**src/rtl/updn_timer_pkg.sv**
```systemverilog
package updn_timer_pkg;

  // control byte field positions (software-visible encoding)
  localparam int CTL_IE_BIT   = 0;
  localparam int CTL_UP_BIT   = 1;
  localparam int CTL_ONCE_BIT = 2;
  localparam int CTL_EN_BIT   = 3;

  // word index = addr[3:2]
  localparam logic [1:0] IDX_CTL   = 2'd0;
  localparam logic [1:0] IDX_COUNT = 2'd1;
  localparam logic [1:0] IDX_LIMIT = 2'd2;

  typedef struct packed {
    logic en;
    logic once;
    logic up;
    logic ie;
  } ctl_t;

  function automatic ctl_t unpack_ctl(input logic [7:0] raw);
    ctl_t c;
    c.en   = raw[CTL_EN_BIT];
    c.once = raw[CTL_ONCE_BIT];
    c.up   = raw[CTL_UP_BIT];
    c.ie   = raw[CTL_IE_BIT];
    return c;
  endfunction

endpackage

```
**src/rtl/updn_timer_regs.sv**
```systemverilog
module updn_timer_regs
  import updn_timer_pkg::*;
#(
  parameter int BUS_W  = 32,
  parameter int ADDR_W = 4,
  parameter int CNT_W  = 32,
  parameter int CTL_W  = 8
) (
  input  logic              clk,
  input  logic              rst,
  input  logic              sel,
  input  logic              we,
  input  logic [ADDR_W-1:0] addr,
  input  logic [BUS_W-1:0]  wdata,
  input  logic [CNT_W-1:0]  count,
  output logic [CTL_W-1:0]  ctl_q,
  output logic [CNT_W-1:0]  limit_q,
  output logic              count_wr,
  output logic [CNT_W-1:0]  count_wdata,
  output logic [BUS_W-1:0]  rdata
);

  logic              upper_ok;
  logic [1:0]        idx;
  logic              hit_ctl, hit_count, hit_limit;
  logic [BUS_W-1:0]  ctl_ext, count_ext, limit_ext, rd_word;
  logic              unused_bits;

  generate
    if (ADDR_W > 4) begin : g_upper
      assign upper_ok = ~|addr[ADDR_W-1:4];
    end else begin : g_noupper
      assign upper_ok = 1'b1;
    end

    if (CNT_W < BUS_W) begin : g_ext
      assign count_ext = {{(BUS_W-CNT_W){1'b0}}, count};
      assign limit_ext = {{(BUS_W-CNT_W){1'b0}}, limit_q};
    end else begin : g_full
      assign count_ext = count;
      assign limit_ext = limit_q;
    end
  endgenerate

  assign ctl_ext     = {{(BUS_W-CTL_W){1'b0}}, ctl_q};
  assign idx         = addr[3:2];
  assign hit_ctl     = sel && upper_ok && (idx == IDX_CTL);
  assign hit_count   = sel && upper_ok && (idx == IDX_COUNT);
  assign hit_limit   = sel && upper_ok && (idx == IDX_LIMIT);
  assign count_wr    = hit_count && we;
  assign count_wdata = wdata[CNT_W-1:0];
  assign unused_bits = ^{addr[1:0], wdata};

  always_comb begin
    rd_word = '0;
    if (hit_ctl)   rd_word = ctl_ext;
    if (hit_count) rd_word = count_ext;
    if (hit_limit) rd_word = limit_ext;
  end

  always_ff @(posedge clk) begin
    if (rst) begin
      ctl_q   <= '0;
      limit_q <= '0;
      rdata   <= '0;
    end else begin
      if (hit_ctl && we)   ctl_q   <= wdata[CTL_W-1:0];
      if (hit_limit && we) limit_q <= wdata[CNT_W-1:0];
      if (sel && !we)      rdata   <= rd_word;
    end
  end

endmodule

```
**src/rtl/updn_timer_core.sv**
```systemverilog
module updn_timer_core #(
  parameter int CNT_W = 32
) (
  input  logic             clk,
  input  logic             rst,
  input  logic             en,
  input  logic             once,
  input  logic             up,
  input  logic [CNT_W-1:0] limit,
  input  logic             count_wr,
  input  logic [CNT_W-1:0] count_wdata,
  output logic [CNT_W-1:0] count,
  output logic             parked,
  output logic             tc_event
);

  logic             active, at_term;
  logic [CNT_W-1:0] step_val, reload_val, count_d;
  logic             parked_d;

  assign active     = en && !parked;
  assign at_term    = up ? (count == limit) : (count == '0);
  assign tc_event   = active && at_term && !count_wr;
  assign step_val   = up ? count + 1'b1 : count - 1'b1;
  assign reload_val = up ? '0 : limit;

  always_comb begin
    count_d = count;
    if (count_wr)             count_d = count_wdata;
    else if (active && !at_term) count_d = step_val;
    else if (active && !once)    count_d = reload_val;
  end

  always_comb begin
    parked_d = parked;
    if (count_wr || !en)        parked_d = 1'b0;
    else if (tc_event && once)  parked_d = 1'b1;
  end

  always_ff @(posedge clk) begin
    if (rst) begin
      count  <= '0;
      parked <= 1'b0;
    end else begin
      count  <= count_d;
      parked <= parked_d;
    end
  end

endmodule

```
**src/rtl/updn_timer_irq.sv**
```systemverilog
module updn_timer_irq (
  input  logic clk,
  input  logic rst,
  input  logic tc_event,
  input  logic ie,
  output logic irq
);

  always_ff @(posedge clk) begin
    if (rst) irq <= 1'b0;
    else     irq <= tc_event && ie;
  end

endmodule

```
**src/rtl/updn_timer.sv**
```systemverilog
module updn_timer
  import updn_timer_pkg::*;
#(
  parameter int BUS_W  = 32,
  parameter int ADDR_W = 4,
  parameter int CNT_W  = 32
) (
  input  logic              clk,
  input  logic              rst,
  input  logic              sel,
  input  logic              we,
  input  logic [ADDR_W-1:0] addr,
  input  logic [BUS_W-1:0]  wdata,
  output logic [BUS_W-1:0]  rdata,
  output logic              irq
);

  localparam int CTL_W = 8;

  logic [CTL_W-1:0] ctl_raw;
  logic [CNT_W-1:0] limit_q, count_q, count_wdata;
  logic             count_wr, parked_q, tc_event;
  ctl_t             ctl;
  logic             ctl_en, ctl_once, ctl_up, ctl_ie;

  assign ctl      = unpack_ctl(ctl_raw);
  assign ctl_en   = ctl.en;
  assign ctl_once = ctl.once;
  assign ctl_up   = ctl.up;
  assign ctl_ie   = ctl.ie;

  updn_timer_regs #(
    .BUS_W(BUS_W), .ADDR_W(ADDR_W), .CNT_W(CNT_W), .CTL_W(CTL_W)
  ) u_regs (
    .clk(clk), .rst(rst), .sel(sel), .we(we), .addr(addr), .wdata(wdata),
    .count(count_q), .ctl_q(ctl_raw), .limit_q(limit_q),
    .count_wr(count_wr), .count_wdata(count_wdata), .rdata(rdata)
  );

  updn_timer_core #(.CNT_W(CNT_W)) u_core (
    .clk(clk), .rst(rst), .en(ctl_en), .once(ctl_once), .up(ctl_up),
    .limit(limit_q), .count_wr(count_wr), .count_wdata(count_wdata),
    .count(count_q), .parked(parked_q), .tc_event(tc_event)
  );

  updn_timer_irq u_irq (
    .clk(clk), .rst(rst), .tc_event(tc_event), .ie(ctl_ie), .irq(irq)
  );

endmodule

```
**config.mk**
```make
export PLATFORM = sky130hd
export DESIGN_NAME = updn_timer
export DESIGN_NICKNAME = d
export VERILOG_FILES = /design/src/rtl/updn_timer_pkg.sv /design/src/rtl/updn_timer_regs.sv /design/src/rtl/updn_timer_core.sv /design/src/rtl/updn_timer_irq.sv /design/src/rtl/updn_timer.sv
export SDC_FILE = /design/constraint.sdc
export NUM_CORES = 1
export LEC_CHECK = 0
export BUFFER_PORTS_ARGS = -buffer_cell sky130_fd_sc_hd__buf_2
export CAP_MARGIN = 20
export CORE_MARGIN = 2
export CORE_UTILIZATION = 24
export DETAILED_ROUTE_END_ITERATION = 16
export SLEW_MARGIN = 20
export SYNTH_ARGS = -nofsm -noshare
export SYNTH_HDL_FRONTEND = slang
export SYNTH_SLANG_ARGS = --single-unit
```
**constraint.sdc**
```tcl
create_clock -name clk -period 4.4 [get_ports clk]
set_input_delay 0.22 -clock clk [delete_from_list [all_inputs] [get_ports clk]]
set_output_delay 0.22 -clock clk [all_outputs]
set_load 0.05 [all_outputs]
```
==> impl_metrics.tcl, run 1 <==
set metrics [dict create \
    path_delay_family "compound AO/OA/AOI/OAI gates" \
    clockRootBuffer "clkbuf_16" \
    fmax_ghz 0.2534 \
    netlist.area_leader.share_pct 31.32 \
    fin_ws_ps 453.8 \
    ys_ff_latch 106 \
    hp-class "in -> reg" \
    reg2regPathDepth 12 \
    vdd_drop_max_uv 154.8 \
    max_stage_delay_ps 670 \
    place_area_um2 7445 \
    die-width_um 172.0 \
    design_area_um2 7766 \
    grt_antenna_before_repair 3 \
    cts_max_level 3 \
    power.leakage_nw 3.040 \
    initial_core_util_pct 24.39 \
    grt_pass1_vias 6071 \
    grt_usage_pct 15.21 \
    cp.depth 12 \
    cts_hold_buf 0 \
    first_iter_violations 582 \
    path_cells "inv_1 -> buf_4 -> ha_1 -> a21oi_1 -> o22ai_1 -> o41ai_1 -> o22ai_1 -> nor2_1 -> o21ai_0 -> nor4_1 -> a31oi_1 -> a311oi_1" \
    cp-end-kind "flop" \
    synth_nets 947 \
    cp_slowest_cell "inv_1" \
    setup_viol 0 \
    path_max_fanout 26 \
    drtAntennaViolNets 0 \
    first_pass_iters 5 \
    syn_avg_cell_area_um2 7.734 \
    powerDensity_nw_per_um2 309.4 \
    cap_viol_max_count 0 \
    routed_via_density 5.133 \
    crit_arrival_ps 4230 \
    ios 73 \
    avgRoutedWirePerCell_um 17.37 \
    cts_tree "yes" \
    syn_area_um2 6775 \
    grt_setup_unrepaired "false" \
    vias 6617 \
    drv_slew 0 \
    seq_area_frac_synth_pct 31.32 \
    std_cell_rows 61 \
    post_cts_resize_count 0 \
    drive_above_1_share_pct 12.97 \
    synthArstFlopShare_pct 0 \
    finClkSkew_ps 13.82 \
    clk_latency_ps 370 \
    worstPathRequired_ps 4680 \
    gp_congestion 0.9147 \
    worst_slew_pin_slew_ps 846.5 \
    syn_inst 876 \
    die_h_um 172.0 \
    grt_pass1_wl_um 34490 \
    path_buf_inv 2 \
    area_growth_pct 14.63 \
    maxSlewHeadroom_pct 43.50 \
    portBuffers 70 \
    post_cts_buffers 0 \
    finalCriticalPeriod_ps 3946 \
    dp_slack_ps 558.0 \
    wl_um 22390 \
    synth_cell_types 67 \
    yosysTopAreaCell "dfxtp_1" \
    dieArea_um2 29590 \
    finalNetCount 977 \
    cts_buffers 9 \
    grt_overflow 0 \
    hold_depth 3 \
    worst_setup_path_start_kind "flop" \
    synth_area_leaders "dfxtp_1, a21oi_1, nand2_1" \
    finalCritPeriodShare_pct 89.69 \
    final.setup.tns_ps 0 \
    ys.flop_type "dfxtp_1" \
    synth_edf_count 0 \
    clk_pin_slew_ps 80 \
    hold_viol_final 0 \
    dpl.cell_count 1273 \
    path_class "reg -> reg" \
    cts.sinks 106 \
    dp_hpwl_um 16450 \
    fin_cells 1289 \
    core-area_um2 27780 \
    yosysWarnings 0 \
    cts_buffer_depth 2 \
    timing.critical_path.mode_cell "o22ai_1" \
    grt_max_degree 63 \
    status "complete, no violations" \
    drc_errors 0 \
]
==> cell usage after synthesis (all sizes together), types with 15 or more instances <==
cell and instances:
nand2 110, dfxtp 106, a21oi 103, nor2 97
clkbuf 55, a211oi 44, xnor2 44, ha 30
a22oi 25, o21ai 24, and3 19, nand3 19
nand4 16, a21o 15, mux2i 15, xor2 15
==> where the power goes <==
group | internal (mW) | switching [mW]
Combinational | 0.182 | 0.315
Clock | 0.513 | 0.374
Sequential | 0.990 | 0.0294
Total | 1.68 | 0.719
==> layout make-up <==
class,instances,area [um^2]
antenna,1,2.502
sequential,106,2122
clock inverter,4,76.32
timing repair buffer,87,480.5
multi-input combinational,693,4335
fill,3061,20020
tap,378,473.0
clock buffer,11,242.7
inverter,9,33.78
==> final timing paths <==
check                   start                 end  slack [ps]
max           u_regs.ctl_q[1]    u_core.count[31]         450
min                 wdata[13]  u_regs.limit_q[13]          90
max reg2reg   u_regs.ctl_q[1]    u_core.count[31]         450
min reg2reg  u_regs.rdata[27]    u_regs.rdata[27]         490
==> cell families (layout without fill, tap and decap cells) <==
logic type                 Yosys count  in the layout  synth area share (%)
xor gates and xnor gates            59             59                 7.627
other                                0              1                     0
adders and majority gates           31             31                 5.836
buffers and inverters               77            111                 4.912
DFF                                106            106                 31.32
muxes                               16             16                 2.382
AOI/OAI and AO/OA                  273            273                 26.45
and+or+nand+nor                    314            314                 21.48
==> through the flow <==
step	hold WS, ps	power (mW)	util [%]
after global routing	106.3	2.504	27.95
after detailed placement	481.2	1.532	26.80
after CTS	88.77	2.418	27.95
after floorplan	356.0	1.397	-
final	93.43	2.403	27.95
after global placement	475.4	1.528	26.80
==> worst min-delay path: stages <==
cell and delay, ps:
buf_2 110, nand2_1 50, a21oi_1 50
==> sequential cells by signal (all words and copies together), names as in the netlist <==
name            cells
u_regs.limit_q     32
u_core.count       32
u_irq.irq           1
u_regs.ctl_q        8
u_core.parked       1
u_regs.rdata       32
==> layout by cell type (no fill, tap or decap), types with 17 or more instances in the layout <==
| cell type | synthesis | layout |
|---|---|---|
| ha_1 | 30 | 30 |
| buf_2 | 5 | 69 |
| buf_4 | 2 | 18 |
| nand3_1 | 19 | 19 |
| a211oi_1 | 43 | 43 |
| nand2_1 | 110 | 110 |
| and3_1 | 18 | 17 |
| a21oi_1 | 103 | 103 |
| xnor2_1 | 44 | 44 |
| a22oi_1 | 25 | 25 |
| dfxtp_1 | 106 | 106 |
| nor2_1 | 96 | 96 |
| o21ai_0 | 20 | 20 |
==> routing by layer <==
| layer | GRT usage, % | wire [um] |
|---|---|---|
| met1 | 20.71 | 10190 |
| met4 | 8.075 | 947 |
| met5 | 0 | 13 |
| met2 | 22.91 | 9677 |
| met3 | 2.609 | 1564 |
(Power assumes the default switching activity.)
==> run 2: changes to the inputs <==
CORE_UTILIZATION = 35   (was 24)
PLACE_DENSITY_LB_ADDON = 0.08   (was not set)
SKIP_LAST_GASP = 1   (was not set)
==> run 2 against run 1 <==
Effect of this change:
- utilization is 12 points higher
- clock power decreased by 8.9%
- setup slack gained 230 ps
- clock-buffer cell count decreased by 1
- sequential share of layout area rose by 0.62 points
- largest cell class unchanged
- first-iteration DRC count rose by 24%
- register-to-register slack gained 230 ps
- highest routed layer is now met4
- die area shrank 31%
- clock skew about the same
- fmax up 6.2%
- critical path type unchanged
- final cell count is 9.2% lower
==> impl_metrics.tcl, run 2 (synthesis results as in run 1) <==
set metrics [dict create \
    status "complete, no violations" \
    final_common_cell "nand2_1" \
    drv_slew 0 \
    grt_usage_pct 22.84 \
    internal-power_mw 1.572 \
    power_frac_clock_pct 34.6 \
    first_pass_iters 5 \
    powerDensity_nw_per_um2 307.4 \
    clockRootBuffer "clkbuf_16" \
    first_iter_violations 723 \
    hp-class "in -> reg" \
    cp-end-kind "flop" \
    finalCritPeriodShare_pct 84.41 \
    grt_pass1_vias 6052 \
    final.setup.tns_ps 0 \
    post_cts_buffers 0 \
    vdd_drop_max_uv 177.9 \
    post_cts_resize_count 0 \
    cts_hold_buf 0 \
    cts.sinks 106 \
    path_max_fanout 22 \
    core-area_um2 18830 \
    grt_setup_unrepaired "false" \
    clk_pin_slew_ps 80 \
    hold_viol_final 0 \
    drive_above_1_share_pct 13.06 \
    p_sw_share_pct 32.69 \
    setup_viol 0 \
    finClkSkew_ps 13.67 \
    grt_pass1_wl_um 35780 \
    power_frac_comb_pct 21.7 \
    cp_slowest_cell "inv_1" \
    path_cells "inv_1 -> buf_4 -> buf_4 -> ha_1 -> nand3_1 -> o22ai_1 -> o41ai_1 -> o22ai_1 -> nor2_1 -> o21ai_0 -> nor4_1 -> a31oi_1 -> a311oi_1" \
    wl_um 23330 \
    fmax_ghz 0.2692 \
    power.leakage_nw 3.029 \
    grt_antenna_before_repair 0 \
    portBuffers 70 \
    vias 6661 \
    std_cell_rows 50 \
    cts_max_level 3 \
    cts_buffer_depth 2 \
    r2r_slack_ps 690 \
    crit_arrival_ps 3960 \
    diodes 0 \
    routed_via_density 5.688 \
    worst_setup_path_start_kind "flop" \
    area_growth_pct 12.10 \
    finalNetCount 977 \
    final_cell_mix "nand2_1, dfxtp_1, a21oi_1, nor2_1, buf_2" \
    avgRoutedWirePerCell_um 19.92 \
    grt_overflow 0 \
    maxSlewHeadroom_pct 39.73 \
    top_regs "u_core.count: 32 flops, u_regs.limit_q: 32 flops, u_regs.rdata: 32 flops" \
    path_class "reg -> reg" \
    dp_hpwl_um 17340 \
    drtAntennaViolNets 0 \
    fin_cells 1171 \
    grt_max_degree 56 \
    dpl.cell_count 1155 \
    p_sw_mw 0.7633 \
    p_seq_share_pct 43.7 \
    gp_congestion 0.8948 \
    die-width_um 143.1 \
    cts_tree "yes" \
    worst_slew_pin_slew_ps 898.0 \
    worstPathRequired_ps 4650 \
    die_h_um 143.1 \
    ios 73 \
    finalCriticalPeriod_ps 3714 \
    dieArea_um2 20490 \
    max_stage_delay_ps 540 \
    cts_buffers 9 \
    drc_errors 0 \
    initial_core_util_pct 35.98 \
    cap_viol_max_count 0 \
    clk_latency_ps 360 \
    fillCellCount 1979 \
]
==> run 2: cell types whose count changed in the layout (fill, tap and decap cells not counted) <==
cell and delta:
bufinv_16 -2, clkinv_4 -1, buf_4 -1, diode_2 -1
buf_12 +1, clkbuf_8 -1, inv_6 +3, inv_8 +2
==> run 2: final timing paths <==
check,from,end,depth (start not counted)
worst max-delay path,u_regs.ctl_q[1],u_core.count[31],13
worst min-delay path,wdata[11],u_regs.limit_q[11],3
worst max register to register,u_regs.ctl_q[1],u_core.count[31],13
worst min register to register,u_regs.rdata[8],u_regs.rdata[8],2
==> run 2: power groups by stage <==
| stage | Clock [mW] | Combinational [mW] | Sequential (mW) |
|---|---|---|---|
| after floorplan | 0 | 0.306 | 1.09 |
| after global placement | 0 | 0.497 | 1.04 |
| after detailed placement | 0 | 0.501 | 1.04 |
| after CTS | 0.824 | 0.503 | 1.02 |
| after global routing | 0.868 | 0.550 | 1.02 |
| final | 0.808 | 0.506 | 1.02 |
==> run 2: critical path, delay by kind of cell, from the launching register on <==
kind | cells | cell delay [ps]
AOI/OAI and AO/OA | 6 | 1290
and+or+nand+nor | 3 | 630
buffers and inverters | 3 | 1040
DFF | 1 | 310
adders and majority gates | 1 | 330
==> run 2: area by class of cell <==
| class | instances | area [um^2] | share of cell area (%) |
|---|---|---|---|
| timing repair buffer | 87 | 493.0 | 6.491 |
| tap | 260 | 325.3 | 4.283 |
| inverter | 9 | 33.78 | 0.4448 |
| multi-input combinational | 693 | 4335 | 57.08 |
| clock inverter | 6 | 56.30 | 0.7414 |
| clock buffer | 10 | 229.0 | 3.015 |
| sequential | 106 | 2122 | 27.94 |
==> run 2: routing by layer <==
metal  up-vias  routed length (um)  track usage, %
met2       236                9689           33.04
li1       3242                   -               -
met3        31                1428           3.320
met4         0                 485           6.618
met5         -                   0               0
met1      3152               11730           34.72
==> run 2: metrics by stage <==
step / setup slack, ps / power (mW) / hold slack, ps / util, % / cell area (um^2)
after global placement: 822.8 / 1.539 / 471.6 / 38.71 / 7289
after CTS: 732.1 / 2.346 / 101.6 / 40.33 / 7595
after detailed placement: 774.8 / 1.544 / 480.7 / 38.82 / 7310
final: 685.9 / 2.335 / 105.4 / 40.33 / 7595
after floorplan: 1014 / 1.397 / 356.0 / - / 6775
after global routing: 340.0 / 2.443 / 106.3 / 40.33 / 7595
